## config.mk

```make
export PLATFORM = sky130hd
export DESIGN_NAME = rdonce_bank
export DESIGN_NICKNAME = d
export VERILOG_FILES = /design/src/rtl/rdonce_bank.sv
export SDC_FILE = /design/constraint.sdc
export NUM_CORES = 1
export LEC_CHECK = 0
export BUFFER_PORTS_ARGS = -buffer_cell sky130_fd_sc_hd__buf_2
export CORE_MARGIN = 2
export CORE_UTILIZATION = 38
export DETAILED_ROUTE_END_ITERATION = 8
export GPL_TIMING_DRIVEN = 0
export PLACE_DENSITY_LB_ADDON = 0.25
export SKIP_CTS_REPAIR_TIMING = 1
export SLEW_MARGIN = 20
export SYNTH_ARGS = -nofsm -noshare
export SYNTH_HDL_FRONTEND = slang
export SYNTH_SLANG_ARGS = --single-unit
```

## constraint.sdc

```tcl
create_clock -name clk -period 2.15 [get_ports clk]
set_input_delay 0.43 -clock clk [delete_from_list [all_inputs] [get_ports clk]]
set_output_delay 0.43 -clock clk [all_outputs]
set_load 0.03 [all_outputs]
```

## src/rtl/rdonce_bank.sv

```systemverilog
module rdonce_bank #(
  parameter int BYTES = 5,
  parameter int BW    = 8
) (
  input  logic                clk,
  input  logic                rst_n,
  input  logic [BYTES*BW-1:0] cap_data,
  input  logic                dv_strobe,
  input  logic                bus_start,
  input  logic                bus_stop,
  input  logic                addressed,
  input  logic                rd_req,
  output logic [BW-1:0]       rd_byte,
  output logic                new_flag
);
  localparam int DW = BYTES * BW;
  localparam int IW = $clog2(BYTES);
  localparam logic [IW-1:0] LAST = IW'(BYTES - 1);

  logic [DW-1:0] bank;
  logic [IW-1:0] idx, lane;
  logic          pend;
  logic          bus_evt, do_copy, rd_done;

  assign bus_evt = bus_start | bus_stop;
  assign do_copy = (dv_strobe & ~addressed) | ((pend | dv_strobe) & bus_evt);
  assign rd_done = rd_req & (idx == LAST);

  assign lane    = (idx == LAST) ? '0 : idx + 1'b1;
  assign rd_byte = new_flag ? bank[lane*BW +: BW] : {BW{1'b1}};

  always_ff @(posedge clk) begin
    if (!rst_n) begin
      bank     <= '0;
      idx      <= '0;
      pend     <= 1'b0;
      new_flag <= 1'b0;
    end else begin
      if (do_copy) bank <= cap_data;

      pend <= ~do_copy & (pend | (dv_strobe & addressed));

      if (do_copy)      new_flag <= 1'b1;
      else if (rd_done) new_flag <= 1'b0;

      if (bus_start || do_copy || rd_done) idx <= '0;
      else if (rd_req)                     idx <= idx + 1'b1;
    end
  end

  AST_DIRECT_COPY: assert property (@(posedge clk) disable iff (!rst_n)
    dv_strobe && !addressed |=> new_flag);
  AST_IDX_RANGE: assert property (@(posedge clk) disable iff (!rst_n)
    idx <= LAST);
  AST_CLEAR_AFTER_LAST: assert property (@(posedge clk) disable iff (!rst_n)
    rd_req && idx == LAST && !dv_strobe && !(pend && bus_evt) |=> !new_flag);
  AST_HOLD_WHILE_ADDRESSED: assert property (@(posedge clk) disable iff (!rst_n)
    dv_strobe && addressed && !bus_evt |=> pend);
  AST_FLUSH_ON_EVENT: assert property (@(posedge clk) disable iff (!rst_n)
    pend && bus_evt |=> new_flag && !pend);
  AST_START_REWINDS: assert property (@(posedge clk) disable iff (!rst_n)
    bus_start |=> idx == '0);
endmodule

```

==> out/qor.yml <==
rsz0062_at_grt: "yes"
worst_r2r_startpoint: "pend"
path_buf_inv: 3
ys_ff_latch: 45
cts_buffers: 5
initial_utilization_pct: 39.45
slew_headroom_pct: 71.08
worst_hold_slack_ns: 0.3677
cp.arrival_ns: 2.07
fin_ws_ns: -0.3528
final_nets: 379
dp_slack_ns: -0.2302
syn_area_um2: 2186
grt_max_degree: 13
dieArea_um2: 6375
status: "complete, but fails checks"
p_leak_nw: 1.193
h-tree-depth: 2
dp_cells: 385
clk_pin_slew_ns: 0.08
finalPower_mw: 1.791
drc: 0
worstPathCellList: "buf_6 -> clkinv_8 -> ha_4 -> nand2_8 -> a31oi_1 -> o221ai_2 -> a221o_2 -> buf_6"
antenna_left: 0
area_delta_synth_final_pct: 40.41
syn-num-nets: 307
use_met1_pct: 23.68
yosysUniqueCellTypes: 30
die_y_um: 79.85
fmax_mhz: 399.6
vias: 2021
cts_sinks: 45
cts_tree: "yes"
grt_pass1_vias: 1697
cts_root_buf: "clkbuf_8"
antenna_cells: 0
endpoint_kind: "output pin"
hp-class: "primary input to flop"
slew_viol_final: 0
grtUsageMet2_pct: 26.13
hold_start: "cap_data[29]"
routed_wl_mm: 5.679
clock_skew_ns: 0.003465
worstPathMaxFanout: 9
slowest_stage: "a221o_2"
cpMostUsedCell: "buf_6"
crit_type: "flop to output pin"
track_usage_pct: 17.13
gp_congestion: 0.8403
routedWlPerCell_um: 14.13
drt_iter0_drc: 95
ir_worst_vdd_mv: 0.2690
cp_slowest_stage_delay_ns: 0.38
rows: 27
crit_family: "compound AO/OA/AOI/OAI gates"
overflow: 0
via_per_inst: 5.027
seq_area_frac_synth_pct: 41.21
finalHoldViolations: 0
report.final.setup_viol: 8
dp_hpwl_mm: 3.932
cts_max_path_buffers: 2
grt_pass1_wl_mm: 8.328
clock_latency_ns: 0.29
post_synth.cell_area_avg_um2: 8.472
core_um2: 5540
synth_warnings: 0
drive_above_1_share_pct: 36.67
maxCapViolCount: 0
met3_usage_pct: 4.299
tns_ns: -2.278
chipWidth_um: 79.85
power_density_nw_per_um2: 583.4
dr.pass1.iters: 4
min_period_ns: 2.503
io_buffer_count: 55
top_usage_layer: "met2"
finalNonFillerCells: 402
fin_crit_sh_pct: 116.4
cp_data_required_time_ns: 1.72
antenna_found_initial: 0
cp-startpoint: "idx[0]"
io_pins: 56
failed_checks: "setup timing"
crit_path_start_kind: "flop"
netlist_instances: 258
worst_pin_slew_ns: 0.4338
==> synthesized netlist by cell type, drive strengths merged <==
master   instances  area [um^2]
ha               2        25.02
o21a             1        7.510
inv              3        11.26
and2             9        57.56
nor3             1        16.27
buf             12        72.57
xor2             1        8.760
dfxtp           45        900.9
nor2b            1        6.260
a221o            8        87.58
clkbuf           4        15.01
a31oi            8        50.05
o221ai           8        70.07
nand4b           1        8.760
nand2           93        359.1
nor2             6        22.52
xnor2            1        8.760
a21oi            1        5.000
mux2i           11        122.6
a21boi          40        300.3
a2bb2oi          1        15.01
o2bb2ai          1        15.01
==> layout make-up <==
type | instances | area [um^2]
inverter | 3 | 23.77
sequential | 45 | 902.1
fill | 502 | 2471
tap | 72 | 90.09
clock buffer | 7 | 86.33
timing repair buffer | 66 | 446.7
buffer | 15 | 106.4
multi-input combinational | 194 | 1414
==> worst min-delay path, stage by stage <==
cell,delay (ns)
buf_2,0.09
nand2_1,0.04
a21boi_1,0.05
==> routing by layer <==
metal  share of wire (%)  vias to the layer above
met1                  47                      925
met2                  47                       49
met3                 4.6                        8
li1                    -                     1039
met4                 1.7                        0
met5                   0                        -
==> power by group <==
group	total [mW]	leakage [nW]	switching [mW]	internal (mW)
sequential	0.918	0.371	0.0370	0.881
combinational	0.350	0.778	0.179	0.171
clock	0.523	0.0443	0.268	0.255
==> state kept, by name, indices dropped and copies added (netlist names) <==
signal,flops
pend,1
bank,40
idx,3
new_flag,1
==> metrics by stage <==
stage	cell area [um^2]	utilization, %
after floorplan	2200	-
after global placement	2565	46.30
after detailed placement	2565	46.30
after CTS	2651	47.85
after global routing	3069	55.40
final	3069	55.40
==> cells by family after synthesis <==
group | synth area share (%)
adder cells (fa/ha/maj) | 1.145
multiplexers | 5.610
buffers and inverters | 4.522
AND/OR/NAND/NOR | 21.52
AO/OA/AOI/OAI | 25.19
XOR/XNOR | 0.8015
flip-flops | 41.21
==> worst paths after layout <==
check                                  end  slack (ns)  cells past startpoint
worst max register to register    bank[37]        0.69                      5
worst min register to register    bank[27]        0.45                      2
worst max-delay path            rd_byte[6]       -0.35                      8
worst min-delay path              bank[29]        0.37                      3
==> cells in the final DEF (no fill, tap or decap), types with 6 or more instances in the layout <==
master and instances:
clkbuf_8 6, a21boi_1 12, a221o_2 7, buf_2 55, nand2_1 91, a21boi_0 28, buf_6 10, and2_1 8
o221ai_2 8, buf_4 8, dfxtp_1 44
(Power assumes the default switching activity.)
